==> config.mk <==
export PLATFORM = sky130hd
export DESIGN_NAME = fault_bank_regs
export DESIGN_NICKNAME = d
export VERILOG_FILES = /design/src/rtl/fault_pkg.sv /design/src/rtl/fault_rst_sync.sv /design/src/rtl/fault_acc_decode.sv /design/src/rtl/fault_bank_reg.sv /design/src/rtl/fault_bank_regs.sv
export SDC_FILE = /design/constraint.sdc
export NUM_CORES = 1
export LEC_CHECK = 0
export ABC_CLOCK_PERIOD_IN_PS = 6900
export BUFFER_PORTS_ARGS = -buffer_cell sky130_fd_sc_hd__buf_2
export CAP_MARGIN = 20
export CORE_ASPECT_RATIO = 0.5
export CORE_MARGIN = 5
export CORE_UTILIZATION = 55
export DETAILED_ROUTE_END_ITERATION = 12
export HOLD_SLACK_MARGIN = 0.12
export PLACE_DENSITY = 0.9
export SYNTH_ARGS = -nofsm -noshare
export SYNTH_HDL_FRONTEND = slang
export SYNTH_HIERARCHICAL = 1
export SYNTH_SLANG_ARGS = --single-unit
export TNS_END_PERCENT = 5
==> constraint.sdc <==
create_clock -name clk -period 6.9 [get_ports clk]
set_input_delay 0.69 -clock clk [delete_from_list [all_inputs] [get_ports clk]]
set_output_delay 0.69 -clock clk [all_outputs]
set_load 0.03 [all_outputs]
==> src/rtl/fault_pkg.sv <==
package fault_pkg;
  localparam int NREG     = 2;
  localparam int NBANK    = 2;
  localparam int REG_IFSR = 0;
  localparam int REG_FAR  = 1;
  localparam int BANK_NS  = 0;
  localparam int BANK_S   = 1;

  typedef struct packed {
    logic [2:0] op1;
    logic [3:0] crn;
    logic [3:0] crm;
    logic [2:0] op2;
  } cp_sel_t;

  localparam cp_sel_t SEL_IFSR = '{op1: 3'd0, crn: 4'd5, crm: 4'd0, op2: 3'd1};
  localparam cp_sel_t SEL_FAR  = '{op1: 3'd0, crn: 4'd6, crm: 4'd0, op2: 3'd0};
endpackage

==> src/rtl/fault_rst_sync.sv <==
module fault_rst_sync #(
  parameter int STAGES = 2
) (
  input  logic clk,
  input  logic rst_n,
  output logic rst_sync_n
);
  logic [STAGES-1:0] sync_q;
  logic [STAGES-1:0] sync_d;

  always_comb sync_d = {sync_q[STAGES-2:0], 1'b1};

  always_ff @(posedge clk or negedge rst_n) begin
    if (!rst_n) sync_q <= '0;
    else        sync_q <= sync_d;
  end

  assign rst_sync_n = sync_q[STAGES-1];
endmodule

==> src/rtl/fault_acc_decode.sv <==
module fault_acc_decode
  import fault_pkg::*;
(
  input  logic            clk,
  input  logic            rst_ni,
  input  logic            acc_valid,
  input  logic            acc_write,
  input  cp_sel_t         sel,
  input  logic            priv,
  output logic [NREG-1:0] hit,
  output logic [NREG-1:0] sw_we,
  output logic            rd_en,
  output logic            undef
);
  logic any_hit;

  always_comb begin
    hit           = '0;
    hit[REG_IFSR] = (sel == SEL_IFSR);
    hit[REG_FAR]  = (sel == SEL_FAR);
    any_hit       = |hit;
    undef         = acc_valid && (!priv || !any_hit);
    sw_we         = hit & {NREG{acc_valid && acc_write && priv}};
    rd_en         = acc_valid && !acc_write && priv && any_hit;
  end

  // at most one register decoded
  p_one_hit_r2: assert property (@(posedge clk) disable iff (!rst_ni) $onehot0(hit));
  // user mode never reaches a register
  p_user_trap_r4: assert property (@(posedge clk) disable iff (!rst_ni)
    (acc_valid && !priv) |-> (undef && sw_we == '0 && !rd_en));
  // undefined access never writes
  p_undef_nowr_r5: assert property (@(posedge clk) disable iff (!rst_ni)
    undef |-> (sw_we == '0));
endmodule

==> src/rtl/fault_bank_reg.sv <==
module fault_bank_reg
  import fault_pkg::*;
#(
  parameter int W = 32
) (
  input  logic                   clk,
  input  logic                   rst_ni,
  input  logic [NBANK-1:0]       hw_we,
  input  logic [NBANK-1:0][W-1:0] hw_d,
  input  logic                   sw_we,
  input  logic                   sw_bank,
  input  logic [W-1:0]           sw_d,
  output logic [NBANK-1:0][W-1:0] q
);
  logic [NBANK-1:0]        en;
  logic [NBANK-1:0][W-1:0] d;

  always_comb begin
    for (int b = 0; b < NBANK; b++) begin
      if (hw_we[b]) begin
        en[b] = 1'b1;
        d[b]  = hw_d[b];
      end else if (sw_we && (int'(sw_bank) == b)) begin
        en[b] = 1'b1;
        d[b]  = sw_d;
      end else begin
        en[b] = 1'b0;
        d[b]  = q[b];
      end
    end
  end

  for (genvar b = 0; b < NBANK; b++) begin : g_bank
    always_ff @(posedge clk or negedge rst_ni) begin
      if (!rst_ni)    q[b] <= '0;
      else if (en[b]) q[b] <= d[b];
    end

    // hardware update beats software
    p_hw_wins_r10: assert property (@(posedge clk) disable iff (!rst_ni)
      hw_we[b] |=> (q[b] == $past(hw_d[b])));
    // copy holds without a write
    p_hold_r5: assert property (@(posedge clk) disable iff (!rst_ni)
      (!hw_we[b] && !(sw_we && (int'(sw_bank) == b))) |=> $stable(q[b]));
  end
endmodule

==> src/rtl/fault_bank_regs.sv <==
module fault_bank_regs
  import fault_pkg::*;
#(
  parameter int DATA_W = 32
) (
  input  logic              clk,
  input  logic              rst_n,
  input  logic              acc_valid,
  input  logic              acc_write,
  input  logic [2:0]        acc_op1,
  input  logic [3:0]        acc_crn,
  input  logic [3:0]        acc_crm,
  input  logic [2:0]        acc_op2,
  input  logic [DATA_W-1:0] acc_wdata,
  input  logic              priv,
  input  logic              sec,
  output logic [DATA_W-1:0] rd_data,
  output logic              undef,
  input  logic              dabort_valid,
  input  logic [DATA_W-1:0] dabort_addr,
  input  logic              wpt_valid,
  input  logic [DATA_W-1:0] wpt_addr,
  input  logic              ifault_valid,
  input  logic [DATA_W-1:0] ifault_status,
  input  logic              xabort_valid,
  input  logic [DATA_W-1:0] xabort_status,
  input  logic              cfg_ea_route
);
  logic                              rst_ni;
  cp_sel_t                           sel;
  logic [NREG-1:0]                   hit;
  logic [NREG-1:0]                   sw_we;
  logic                              rd_en;
  logic                              x_bank;
  logic [NREG-1:0][NBANK-1:0]        hw_we;
  logic [NREG-1:0][NBANK-1:0][DATA_W-1:0] hw_d;
  logic [NREG-1:0][NBANK-1:0][DATA_W-1:0] q_all;

  fault_rst_sync #(.STAGES(2)) u_rst (
    .clk        (clk),
    .rst_n      (rst_n),
    .rst_sync_n (rst_ni)
  );

  assign sel = '{op1: acc_op1, crn: acc_crn, crm: acc_crm, op2: acc_op2};

  fault_acc_decode u_dec (
    .clk       (clk),
    .rst_ni    (rst_ni),
    .acc_valid (acc_valid),
    .acc_write (acc_write),
    .sel       (sel),
    .priv      (priv),
    .hit       (hit),
    .sw_we     (sw_we),
    .rd_en     (rd_en),
    .undef     (undef)
  );

  assign x_bank = cfg_ea_route ? 1'b1 : sec;

  always_comb begin
    for (int b = 0; b < NBANK; b++) begin
      hw_we[REG_FAR][b] = (dabort_valid || wpt_valid) && (int'(sec) == b);
      hw_d[REG_FAR][b]  = dabort_valid ? dabort_addr : wpt_addr;
      if (xabort_valid && (int'(x_bank) == b)) begin
        hw_we[REG_IFSR][b] = 1'b1;
        hw_d[REG_IFSR][b]  = xabort_status;
      end else begin
        hw_we[REG_IFSR][b] = ifault_valid && (int'(sec) == b);
        hw_d[REG_IFSR][b]  = ifault_status;
      end
    end
  end

  for (genvar r = 0; r < NREG; r++) begin : g_reg
    fault_bank_reg #(.W(DATA_W)) u_reg (
      .clk     (clk),
      .rst_ni  (rst_ni),
      .hw_we   (hw_we[r]),
      .hw_d    (hw_d[r]),
      .sw_we   (sw_we[r]),
      .sw_bank (sec),
      .sw_d    (acc_wdata),
      .q       (q_all[r])
    );
  end

  always_comb begin
    rd_data = '0;
    for (int r = 0; r < NREG; r++) begin
      if (rd_en && hit[r]) rd_data = q_all[r][sec];
    end
  end

  // no read data without a valid read
  p_rd_zero_r11: assert property (@(posedge clk) disable iff (!rst_ni)
    !rd_en |-> (rd_data == '0));
  // routed external abort lands in secure copy
  p_route_sec_r9: assert property (@(posedge clk) disable iff (!rst_ni)
    (xabort_valid && cfg_ea_route) |=> (q_all[REG_IFSR][BANK_S] == $past(xabort_status)));
  // data abort loads current-state address copy
  p_abort_far_r6: assert property (@(posedge clk) disable iff (!rst_ni)
    dabort_valid |=> (q_all[REG_FAR][$past(sec)] == $past(dabort_addr)));
  // the opposite bank is untouched by an unrouted access path
  p_other_bank_r3: assert property (@(posedge clk) disable iff (!rst_ni)
    (!dabort_valid && !wpt_valid && sec) |=> $stable(q_all[REG_FAR][BANK_NS]));
endmodule

; ---- Word level (Yosys, flattened, before mapping)
; Cells that the tools add are included.
[op_classes]
bitwise = 3
n_mux = 28
n_eq_ne = 2
n_reduce_logical = 32
n_lt_le_gt_ge = 1
[op_table]
columns = operator, count
row1 = two-way mux 32 bit, 17
row2 = == test 14 x 10 -> 1 bit (second input constant), 2
row3 = logical AND 1 bit, 18
row4 = two-way mux 1 bit, 11
row5 = AND reduction 2 bit, 4
row6 = nonzero test 2 bit, 4
row7 = logical NOT 1 bit, 3
row8 = AND 2 bit, 1
row9 = logical OR 1 bit, 2
row10 = < comparator 1 x 2 -> 1 bit (second input constant), 1
row11 = inverter 1 bit, 2
row12 = OR reduction 2 bit, 1
[totals]
elab_cells = 71
output_inout_bits = 33
input_bits = 185
register_bits = 130

; ---- Longest topological paths before layout
; Gate-level depths: netlist (run 1).
[depth]
ltp_word = 7
mapped_depth = 9
depth_no_buf = 5

; ---- Modules after synthesis
; The synthesis (run 1) kept the hierarchy.
[modules_own_cells]
columns = module, area_each_um2, cells_per_inst, seq_area_each_um2, instances
row1 = fault_bank_reg, 4002.6, 362, 1601.5, 2
row2 = fault_bank_regs, 2144.6, 227, 0.0, 1
row3 = fault_acc_decode, 138.9, 18, 0.0, 1
row4 = fault_rst_sync, 53.8, 3, 50.0, 1

; ---- Worst setup path before layout (run 1)
; Ideal clock, no wire load.
[synth_path]
path_type = input to output
from = in acc_op1[2]
to = out rd_data[0]
n_path_buf = 1
t_required_ps = 6210
cell_stages = 6
slack_ps = 3942
arrival_ps = 2268
cell_sequence = nor3_1 > nand3_1 > nor4_2 > nand3b_1 > clkbuf_1 > o22ai_1
[synth_via]
elab_chain_cells = 6
word_cells_on_any_way = 8
classes_between = 2 x eq/ne / 2 x mux / 4 x reduce/logical
[synth_rtl]
columns = element, line
row1 = from (decl), fault_bank_regs.sv:10  ; input logic [2:0] acc_op1,
row2 = "== test 14 x 10 -> 1 bit, on equally long branches", "fault_acc_decode.sv:19, fault_acc_decode.sv:20"
row3 = OR reduction 2 bit (*), fault_acc_decode.sv:21  ; any_hit = |hit;
row4 = logical AND 1 bit (*), fault_acc_decode.sv:24  ; rd_en = acc_valid && !acc_write && priv && any_hit;
row5 = via rd_en, fault_bank_regs.sv:33  ; logic rd_en;
row6 = logical AND 1 bit, fault_bank_regs.sv:92  ; if (rd_en && hit[r]) rd_data = q_all[r][sec];
row7 = two-way mux 32 bit, fault_bank_regs.sv:92
row8 = two-way mux 32 bit (*), fault_bank_regs.sv:92
row9 = to (decl), fault_bank_regs.sv:17  ; output logic [DATA_W-1:0] rd_data,
; The timed path passes the listed nets; every way through them passes the cells marked *.

; ---- Worst setup path in the final report (run 1)
[layout_path]
from = in sec
to = out rd_data[11]
[layout_via]
elab_chain_cells = 4
word_cells_on_any_way = 6
classes_between = 6 x mux
[layout_rtl]
columns = element, line
row1 = from (decl), fault_bank_regs.sv:16  ; input logic sec,
row2 = two-way mux 32 bit (implied by the code) (2 in series), fault_bank_regs.sv:92
row3 = two-way mux 32 bit, fault_bank_regs.sv:92
row4 = two-way mux 32 bit (*), fault_bank_regs.sv:92
; Every way passes the cells marked *; elsewhere a longest branch is shown, timed or not. The select of a mux whose other input is x is not followed.

==> impl_metrics.env, run 1 <==
export IMPL_run_status="finished clean"
export IMPL_via_count=8778
export IMPL_slew_headroom=0.255
export IMPL_fin_setup_tns_ns=0
export IMPL_drt_vias_per_instance=6.32
export IMPL_max_cap_violations=0
export IMPL_setup_worst_path_class="input port to output port"
export IMPL_clock_sinks=130
export IMPL_p_total_mw=2.44
export IMPL_regToRegSetupSlack_ns=5.77
export IMPL_post_cts_buffers=0
export IMPL_combPwrFrac=0.228
export IMPL_ir_worst_vdd_mv=0.140
export IMPL_synth_edff_count=0
export IMPL_yosys_area_top_type_share=0.315
export IMPL_p_sw_frac=0.297
export IMPL_design_final_nets=1302
export IMPL_antenna_diode_count=0
export IMPL_power_density_cell_area_nw_per_um2=205
export IMPL_die_height_um=107
export IMPL_crit_arrival_ns=3.09
export IMPL_holdCritPathClass="flop to asynchronous set/reset pin"
export IMPL_grt_total_usage=0.269
export IMPL_seq_area_frac_synth=0.315
export IMPL_cts_buffers_inserted=17
export IMPL_floorplan_die_area_um2=21800
export IMPL_proportion_of_layout_cells_with_a_drive_suffix_above_1=0.435
export IMPL_worst_margin_pin_slew_ns=1.12
export IMPL_place_congestion=0.841
export IMPL_starting_density=0.561
export IMPL_synthFlopType="sky130_fd_sc_hd__dfrtp_1"
export IMPL_clock_tree_from_tritoncts="done"
export IMPL_nFillCells=1407
export IMPL_total_of_endpoints_with_negative_setup_slack_in_the_final_report=0
export IMPL_timing_final_hold_violations=0
export IMPL_drt_iter0_markers=772
export IMPL_synth_area_um2=10300
export IMPL_netlist_cell_type_count=32
export IMPL_power_share_sequential=0.383
export IMPL_standard_cell_core_area_um2=18400
export IMPL_horiz_die_dim_um=204
export IMPL_critical_path_endpoint_type="output port"
export IMPL_clock_fmax_mhz=264
export IMPL_count_of_warnings_emitted_by_yosys=6
export IMPL_final_min_clock_period_ns=3.78
export IMPL_synthArstFlopShare=1.00
export IMPL_drt_first_pass_iters=5
export IMPL_synth_top_cells_by_count="sky130_fd_sc_hd__nand2_1 (132), sky130_fd_sc_hd__dfrtp_1 (130), sky130_fd_sc_hd__inv_1 (130)"
export IMPL_clock_latency_ns=0.41
export IMPL_ys_ff_latch=130
export IMPL_vias_in_the_first_global_route=9162
export IMPL_category_of_the_worst_setup_path_launch_point="input port"
export IMPL_cts_hold_buf=1
export IMPL_worstPathRequired_ns=6.21
export IMPL_cell_internal_pwr_mw=1.71
export IMPL_routed_wire_length_per_instance_um=21.7
export IMPL_synth_area_per_cell_um2=10.6
export IMPL_grt_pass1_wl_um=47300
export IMPL_core_rowCount=35
export IMPL_synth_cells=972
export IMPL_grt_overflow=0
export IMPL_drv_slew=0
export IMPL_power_share_clock=0.389
export IMPL_syn_num_nets=1157
export IMPL_io_pins=218
export IMPL_grt_antenna_before_repair=0
export IMPL_flow_area_growth_from_synthesis_pct=15.0
export IMPL_clk_path_buf_depth=2
export IMPL_synth_most_common_cell="sky130_fd_sc_hd__nand2_1"
export IMPL_total_switching_power_mw=0.724
export IMPL_worst_clock_skew_ns=0.00852
export IMPL_rsz0062_at_grt="no"
export IMPL_clkSlewWorstSetupHoldPaths_ns=0.06
export IMPL_crit_fanout=112
export IMPL_drtAntennaViolNets=0
export IMPL_htree_num_levels=4
export IMPL_netlist_top_cells_area="sky130_fd_sc_hd__dfrtp_1 (31%), sky130_fd_sc_hd__o311ai_2 (19%), sky130_fd_sc_hd__mux2_2 (10%)"
export IMPL_place_detailed_hpwl_um=19400
export IMPL_postCtsResizedCells=0
export IMPL_leakage_power_nw=5.13
export IMPL_drc=0
export IMPL_largest_net_degree_at_the_start_of_global_routing=113
export IMPL_period_share=0.548
export IMPL_port_buffers=217
export IMPL_post_synth_top_area_cell="sky130_fd_sc_hd__dfrtp_1"
export IMPL_finalWirelength_um=30200
export IMPL_root_buffer="sky130_fd_sc_hd__clkbuf_16"
-- state kept, by name, summed over array words and instances (netlist names) --
name and count:
u_rst/sync_q 2, g.u_reg/q 128
-- metrics by stage --
| stage | utilization | instances | setup slack (ns) | cell area (um2) | hold slack [ns] |
|---|---|---|---|---|---|
| 6_report | 0.645 | 1389 | 3.12 | 11900 | 0.195 |
| 5_1_grt | 0.645 | 1389 | 3.00 | 11900 | 0.214 |
| 4_1_cts | 0.643 | 1388 | 3.19 | 11900 | 0.360 |
| 3_5_place_dp | 0.610 | 1355 | 3.08 | 11200 | 0.345 |
| 3_3_place_gp | 0.609 | 1354 | 3.25 | 11200 | 0.337 |
| 2_1_floorplan | - | 972 | 3.01 | 10300 | 0.331 |
-- routing by layer --
layer,wire [um],global-route usage,up-vias
li1,-,-,3894
met1,12400,0.334,4456
met2,15400,0.475,364
met3,1620,0.0484,64
met4,770,0.0970,0
met5,0,0,-
-- layout make-up --
| class | instances | area, um2 | area share |
|---|---|---|---|
| multi-input cells | 608 | 6000 | 0.504 |
| flip-flops and latches | 130 | 3260 | 0.274 |
| repair buffers | 230 | 1220 | 0.102 |
| inverters | 130 | 488 | 0.0410 |
| clock buffers | 17 | 425 | 0.0358 |
| well taps | 259 | 324 | 0.0273 |
| clock inverters | 15 | 181 | 0.0153 |
-- kinds of logic after synthesis --
group                  share of synthesized area
AOI/OAI and AO/OA                          0.218
buffers and inverters                      0.110
DFF                                        0.315
muxes                                      0.166
other                                   0.000363
and+or+nand+nor                            0.190
-- placed cells by master (no fill, tap or decap), drive strengths merged, types with 3 or more instances in the layout --
master / Yosys / final
buf: 81 / 229
mux2: 96 / 96
dfrtp: 130 / 130
bufinv: 0 / 3
nand4bb: 64 / 64
o311ai: 128 / 128
nand2: 133 / 133
nor2: 6 / 6
mux2i: 64 / 64
clkbuf: 23 / 17
nor3: 3 / 3
o22ai: 32 / 32
clkinv: 0 / 7
nand4b: 64 / 64
inv: 130 / 133
-- final timing paths --
kind | from | to | cells past startpoint
setup / recovery | sec | rd_data[11] | 5
hold / removal | u_rst/sync_q[1]$_DFF_PN0_ | g_reg[1].u_reg/q[28]$_DFFE_PN0P_ | 0
setup reg to reg | u_rst/sync_q[1]$_DFF_PN0_ | g_reg[1].u_reg/q[12]$_DFFE_PN0P_ | 1
hold reg to reg | u_rst/sync_q[1]$_DFF_PN0_ | g_reg[1].u_reg/q[28]$_DFFE_PN0P_ | 0
max in group asynchronous | u_rst/sync_q[1]$_DFF_PN0_ | g_reg[1].u_reg/q[12]$_DFFE_PN0P_ | 1
min in group clk | u_rst/sync_q[0]$_DFF_PN0_ | u_rst/sync_q[1]$_DFF_PN0_ | 0
-- power by group through the flow --
| stage | Clock [mW] | Combinational [mW] | Sequential, mW |
|---|---|---|---|
| 2_1_floorplan | 0 | 0.402 | 0.931 |
| 3_3_place_gp | 0 | 0.512 | 0.942 |
| 3_5_place_dp | 0 | 0.538 | 0.949 |
| 4_1_cts | 0.958 | 0.543 | 0.937 |
| 5_1_grt | 0.997 | 0.601 | 0.942 |
| 6_report | 0.948 | 0.555 | 0.933 |
-- worst max-delay path: stages --
cell	delay [ns]
sky130_fd_sc_hd__buf_6	0.63
sky130_fd_sc_hd__buf_4	0.95
sky130_fd_sc_hd__mux2i_1	0.17
sky130_fd_sc_hd__o22ai_1	0.29
sky130_fd_sc_hd__buf_2	0.26
No activity file was read; power rests on OpenSTA's default activity.
==> inputs of run 2 (changes only) <==
--- a/config.mk
+++ b/config.mk
@@ -5,7 +5,7 @@
 export SDC_FILE = /design/constraint.sdc
 export NUM_CORES = 1
 export LEC_CHECK = 0
-export ABC_CLOCK_PERIOD_IN_PS = 6900
+export ABC_CLOCK_PERIOD_IN_PS = 3800
 export BUFFER_PORTS_ARGS = -buffer_cell sky130_fd_sc_hd__buf_2
 export CAP_MARGIN = 20
 export CORE_ASPECT_RATIO = 0.5
==> constraint.sdc (replaced) <==
create_clock -name clk -period 3.8 [get_ports clk]
set_input_delay 0.38 -clock clk [delete_from_list [all_inputs] [get_ports clk]]
set_output_delay 0.38 -clock clk [all_outputs]
set_load 0.03 [all_outputs]
==> impl_metrics.env, run 2 (same netlist as run 1, synthesis figures left out) <==
export IMPL_run_status="finished clean"
export IMPL_drt_first_pass_iters=5
export IMPL_drc=0
export IMPL_drv_slew=0
export IMPL_p_sw_frac=0.292
export IMPL_design_area_um2=12000
export IMPL_globalRoute_busiestLayer="met2"
export IMPL_leakage_power_nw=5.16
export IMPL_worst_r2r_cell_count=1
export IMPL_grt_overflow=0
export IMPL_horiz_die_dim_um=204
export IMPL_place_congestion=0.885
export IMPL_category_of_the_worst_setup_path_launch_point="input port"
export IMPL_met1_usage=0.341
export IMPL_postCtsResizedCells=0
export IMPL_power_share_clock=0.377
export IMPL_clock_tree_from_tritoncts="done"
export IMPL_met2_usage=0.455
export IMPL_crit_fanout=19
export IMPL_grt_total_usage=0.272
export IMPL_critical_path_endpoint_type="output port"
export IMPL_cell_internal_pwr_mw=3.09
export IMPL_period_share=0.775
export IMPL_clkSlewWorstSetupHoldPaths_ns=0.06
export IMPL_worstPathRequired_ns=3.42
export IMPL_crit_arrival_ns=2.56
export IMPL_drt_iter0_markers=661
export IMPL_regMostFlops="g.u_reg/q"
export IMPL_routed_wire_length_per_instance_um=21.5
export IMPL_die_height_um=107
export IMPL_placement_cell_area_um2=11400
export IMPL_proportion_of_layout_cells_with_a_drive_suffix_above_1=0.437
export IMPL_via_count=8824
export IMPL_io_pins=218
export IMPL_port_buffers=217
export IMPL_met3_usage=0.0502
export IMPL_final_min_clock_period_ns=2.94
export IMPL_place_detailed_hpwl_um=19900
export IMPL_worst_margin_pin_slew_ns=1.01
export IMPL_clock_latency_ns=0.41
export IMPL_combPwrFrac=0.232
export IMPL_root_buffer="sky130_fd_sc_hd__clkbuf_16"
export IMPL_layout_cells_most_common_list="sky130_fd_sc_hd__buf_2 (216), sky130_fd_sc_hd__nand2_1 (131), sky130_fd_sc_hd__inv_1 (130)"
export IMPL_max_cap_violations=0
export IMPL_standard_cell_core_area_um2=18400
export IMPL_starting_density=0.561
export IMPL_largest_register_ff_count=128
export IMPL_regToRegSetupSlack_ns=2.44
export IMPL_placedCellCount=1362
export IMPL_design_final_nets=1308
export IMPL_top_regs="g.u_reg/q (128), u_rst/sync_q (2)"
export IMPL_flow_area_growth_from_synthesis_pct=15.6
export IMPL_floorplan_die_area_um2=21800
export IMPL_worst_clock_skew_ns=0.0114
export IMPL_slew_headroom=0.323
export IMPL_clock_fmax_mhz=340
export IMPL_core_rowCount=35
export IMPL_vias_in_the_first_global_route=9364
export IMPL_setup_worst_path_class="input port to output port"
export IMPL_holdCritPathClass="input port to asynchronous set/reset pin"
export IMPL_final_cells=1396
export IMPL_cts_buffers_inserted=17
export IMPL_grt_antenna_before_repair=1
export IMPL_grt_pass1_wl_um=48200
export IMPL_htree_num_levels=4
export IMPL_power_share_sequential=0.391
export IMPL_ir_worst_vdd_mv=0.349
export IMPL_timing_final_hold_violations=0
export IMPL_clk_path_buf_depth=2
export IMPL_power_density_cell_area_nw_per_um2=365
export IMPL_clock_sinks=130
export IMPL_rsz0062_at_grt="no"
export IMPL_critical_path_reg2reg_endpoint="g_reg[0].u_reg/q[9]$_DFFE_PN0P_"
export IMPL_layout_cells_most_common="sky130_fd_sc_hd__buf_2"
export IMPL_largest_net_degree_at_the_start_of_global_routing=94
export IMPL_total_of_endpoints_with_negative_setup_slack_in_the_final_report=0
export IMPL_finalWirelength_um=30000
export IMPL_drt_vias_per_instance=6.32
export IMPL_worst_reg2reg_startpoint="u_rst/sync_q[1]$_DFF_PN0_"
export IMPL_drtAntennaViolNets=0
export IMPL_total_switching_power_mw=1.27
export IMPL_fin_setup_tns_ns=0
-- run 2: worst max-delay path by stage --
| stage | from | endpoint | slack [ns] | depth (start not counted) |
|---|---|---|---|---|
| after CTS | acc_op1[2] | rd_data[5] | 0.98 | 8 |
| after floorplan | acc_op1[2] | rd_data[0] | 1.46 | 6 |
| after detailed placement | acc_op1[2] | rd_data[5] | 0.99 | 8 |
| after global placement | acc_op1[2] | rd_data[18] | 1.07 | 8 |
| after global routing | acc_op1[2] | rd_data[13] | 0.68 | 8 |
| final | acc_op1[2] | rd_data[5] | 0.86 | 8 |
-- run 2: area by class of cell --
| type | instances | area [um2] |
|---|---|---|
| diodes | 1 | 2.50 |
| clock buffers | 22 | 474 |
| clock inverters | 10 | 109 |
| fillers | 1385 | 6480 |
| inverters | 130 | 488 |
| multi-input cells | 608 | 6000 |
| flip-flops and latches | 130 | 3260 |
| well taps | 259 | 324 |
| repair buffers | 236 | 1300 |
-- run 2: worst max-delay path: stages --
cell and delay (ns):
sky130_fd_sc_hd__buf_2 0.09, sky130_fd_sc_hd__nor3_1 0.38, sky130_fd_sc_hd__nand3_1 0.17, sky130_fd_sc_hd__nor4_2 0.30
sky130_fd_sc_hd__nand2_1 0.40, sky130_fd_sc_hd__buf_4 0.37, sky130_fd_sc_hd__o22ai_1 0.21, sky130_fd_sc_hd__buf_2 0.22
-- run 2: routing by layer --
| metal | vias up | wire [um] |
|---|---|---|
| li1 | 3912 | - |
| met1 | 4450 | 12100 |
| met2 | 379 | 14900 |
| met3 | 83 | 1840 |
| met4 | 0 | 1100 |
| met5 | - | 0 |
-- run 2: power by group through the flow --
stage          logic (mW)  registers (mW)  clock network (mW)
2_1_floorplan       0.731            1.69                   0
3_3_place_gp        0.962            1.71                   0
3_5_place_dp         1.00            1.72                   0
4_1_cts              1.01            1.70                1.67
5_1_grt              1.10            1.73                1.73
6_report             1.01            1.71                1.65
-- run 2: what timing repair did --
item | in CTS | in global routing
hold buffers | 1 | 0
buffers inserted | 0 | 0
endpoints found under the setup margin | 0 | 0
hold endpoints to repair | 2 | 0
-- run 2: stage by stage --
| stage | utilization | setup slack, ns | hold WS (ns) | power, mW |
|---|---|---|---|---|
| after floorplan | - | 1.46 | 0.0844 | 2.42 |
| after global placement | 0.616 | 1.07 | 0.164 | 2.67 |
| after detailed placement | 0.616 | 0.991 | 0.167 | 2.72 |
| after CTS | 0.648 | 0.985 | 0.255 | 4.38 |
| after global routing | 0.648 | 0.681 | 0.290 | 4.56 |
| final | 0.648 | 0.856 | 0.282 | 4.37 |
==> inputs of run 3 (changes only) <==
--- a/config.mk
+++ b/config.mk
@@ -5,15 +5,15 @@
 export SDC_FILE = /design/constraint.sdc
 export NUM_CORES = 1
 export LEC_CHECK = 0
-export ABC_CLOCK_PERIOD_IN_PS = 3800
+export ABC_CLOCK_PERIOD_IN_PS = 2450
 export BUFFER_PORTS_ARGS = -buffer_cell sky130_fd_sc_hd__buf_2
 export CAP_MARGIN = 20
 export CORE_ASPECT_RATIO = 0.5
 export CORE_MARGIN = 5
-export CORE_UTILIZATION = 55
+export CORE_UTILIZATION = 51
 export DETAILED_ROUTE_END_ITERATION = 12
 export HOLD_SLACK_MARGIN = 0.12
-export PLACE_DENSITY = 0.9
+export PLACE_DENSITY = 0.88
 export SYNTH_ARGS = -nofsm -noshare
 export SYNTH_HDL_FRONTEND = slang
 export SYNTH_HIERARCHICAL = 1
==> constraint.sdc (replaced) <==
create_clock -name clk -period 2.45 [get_ports clk]
set_input_delay 0.245 -clock clk [delete_from_list [all_inputs] [get_ports clk]]
set_output_delay 0.245 -clock clk [all_outputs]
set_load 0.03 [all_outputs]
==> impl_metrics.env, run 3 (same netlist as run 1, synthesis figures left out) <==
export IMPL_run_status="finished clean"
export IMPL_grt_total_usage=0.260
export IMPL_vias_in_the_first_global_route=9497
export IMPL_horiz_die_dim_um=211
export IMPL_starting_density=0.525
export IMPL_crit_fanout=32
export IMPL_cp_slowest_cell="sky130_fd_sc_hd__nor4_2"
export IMPL_ir_worst_vdd_mv=0.334
export IMPL_cts_buffers_inserted=17
export IMPL_drv_slew=0
export IMPL_worst_margin_pin_slew_ns=0.692
export IMPL_design_area_um2=12300
export IMPL_category_of_the_worst_setup_path_launch_point="input port"
export IMPL_combPwrFrac=0.236
export IMPL_total_switching_power_mw=2.03
export IMPL_drt_vias_per_instance=6.37
export IMPL_grt_overflow=0
export IMPL_regMostFlops="g.u_reg/q"
export IMPL_place_congestion=0.948
export IMPL_setup_worst_path_class="input port to output port"
export IMPL_fin_setup_tns_ns=0
export IMPL_flow_area_growth_from_synthesis_pct=18.8
export IMPL_path_cells="buf_2 > nor4b_4 > nand2_2 > nor4_2 > nand2_1 > buf_4 > o22ai_2 > buf_2"
export IMPL_clock_latency_ns=0.41
export IMPL_largest_register_ff_count=128
export IMPL_top_regs="g.u_reg/q (128), u_rst/sync_q (2)"
export IMPL_routed_wire_length_per_instance_um=22.3
export IMPL_rsz0062_at_grt="no"
export IMPL_grt_pass1_wl_um=49900
export IMPL_htree_num_levels=4
export IMPL_layout_cells_most_common_list="sky130_fd_sc_hd__buf_2 (216), sky130_fd_sc_hd__nand2_1 (131), sky130_fd_sc_hd__inv_1 (130)"
export IMPL_drt_iter0_markers=851
export IMPL_timing_final_hold_violations=0
export IMPL_postLayoutCoreUtil=0.624
export IMPL_finalWirelength_um=31800
export IMPL_crit_arrival_ns=2.05
export IMPL_grt_antenna_before_repair=3
export IMPL_largest_net_degree_at_the_start_of_global_routing=79
export IMPL_root_buffer="sky130_fd_sc_hd__clkbuf_16"
export IMPL_placement_cell_area_um2=11700
export IMPL_worst_clock_skew_ns=0.00906
export IMPL_total_of_endpoints_with_negative_setup_slack_in_the_final_report=0
export IMPL_place_detailed_hpwl_um=21700
export IMPL_standard_cell_core_area_um2=19700
export IMPL_critical_path_n_buffers_inverters=3
export IMPL_critical_path_endpoint_type="output port"
export IMPL_floorplan_die_area_um2=23400
export IMPL_cell_internal_pwr_mw=4.90
export IMPL_core_rowCount=36
export IMPL_slew_headroom=0.538
export IMPL_port_buffers=217
export IMPL_slowest_delay_ns=0.33
export IMPL_post_cts_buffers=0
export IMPL_io_pins=218
export IMPL_clkSlewWorstSetupHoldPaths_ns=0.06
export IMPL_drtAntennaViolNets=0
export IMPL_drc=0
export IMPL_clock_fmax_mhz=436
export IMPL_clk_path_buf_depth=2
export IMPL_cp_common_cell="sky130_fd_sc_hd__buf_2"
export IMPL_p_sw_frac=0.293
export IMPL_drt_first_pass_iters=5
export IMPL_clock_tree_from_tritoncts="done"
export IMPL_holdCritPathClass="input port to asynchronous set/reset pin"
export IMPL_power_density_cell_area_nw_per_um2=564
export IMPL_final_min_clock_period_ns=2.29
export IMPL_cp_top_family="simple AND/OR/NAND/NOR gates"
export IMPL_proportion_of_layout_cells_with_a_drive_suffix_above_1=0.449
export IMPL_via_count=9067
export IMPL_period_share=0.935
export IMPL_die_height_um=111
export IMPL_max_cap_violations=0
export IMPL_design_final_nets=1328
export IMPL_worstPathRequired_ns=2.20
export IMPL_clock_sinks=130
export IMPL_layout_cells_most_common="sky130_fd_sc_hd__buf_2"
export IMPL_power_share_clock=0.383
export IMPL_leakage_power_nw=5.31
export IMPL_power_share_sequential=0.381
==> run 3: changes by cell type in the layout (fill, tap and decap cells not counted), moves of 2 or more <==
cell and delta:
sky130_fd_sc_hd__buf_4 +9, sky130_fd_sc_hd__buf_12 +11, sky130_fd_sc_hd__clkbuf_1 -2, sky130_fd_sc_hd__diode_2 +2, sky130_fd_sc_hd__clkinv_4 +2, sky130_fd_sc_hd__clkinv_2 -3
==> run 3: repair_timing <==
item                                   CTS  global route
gates resized for setup                  0             2
endpoints found under the hold margin    2             0
hold buffers                             1             0
setup endpoints to repair                0             1
==> run 3: power groups by stage <==
stage | logic (mW) | registers [mW] | clock network [mW]
4_1_cts | 1.62 | 2.63 | 2.68
6_report | 1.64 | 2.64 | 2.65
2_1_floorplan | 1.13 | 2.62 | 0
3_3_place_gp | 1.55 | 2.64 | 0
5_1_grt | 1.76 | 2.67 | 2.79
3_5_place_dp | 1.60 | 2.66 | 0
==> run 3: cell type report <==
class | instances | area [um2]
fillers | 1503 | 7390
diodes | 3 | 7.51
clock buffers | 19 | 453
flip-flops and latches | 130 | 3260
well taps | 266 | 333
repair buffers | 256 | 1590
inverters | 130 | 488
clock inverters | 12 | 158
multi-input cells | 608 | 6010
==> run 3: stage by stage <==
step / power, mW / cells / hold slack, ns / worst slack, ns
after floorplan: 3.76 / 972 / -0.0506 / 0.286
after detailed placement: 4.26 / 1389 / 0.0374 / 0.0875
after global routing: 7.22 / 1423 / 0.154 / 0.0585
after global placement: 4.19 / 1389 / 0.0293 / 0.175
final: 6.93 / 1424 / 0.152 / 0.159
after CTS: 6.94 / 1421 / 0.133 / 0.0833
==> run 3: worst paths after layout <==
path,startpoint,to,slack [ns],cells past startpoint
setup / recovery,acc_op1[0],rd_data[10],0.16,8
min in group clk,acc_wdata[3],g_reg[1].u_reg/q[35]$_DFFE_PN0P_,0.17,3
setup reg to reg,u_rst/sync_q[1]$_DFF_PN0_,g_reg[1].u_reg/q[20]$_DFFE_PN0P_,1.35,1
max in group asynchronous,u_rst/sync_q[1]$_DFF_PN0_,g_reg[1].u_reg/q[20]$_DFFE_PN0P_,1.35,1
hold reg to reg,u_rst/sync_q[1]$_DFF_PN0_,g_reg[0].u_reg/q[26]$_DFFE_PN0P_,0.37,0
hold / removal,rst_n,u_rst/sync_q[1]$_DFF_PN0_,0.15,2
==> run 3: per-layer routing <==
metal,vias to the layer above,track usage,wire (um)
met2,446,0.427,15600
met1,4555,0.319,12500
met3,109,0.0591,2280
met4,2,0.139,1330
li1,3955,-,-
met5,-,0,13
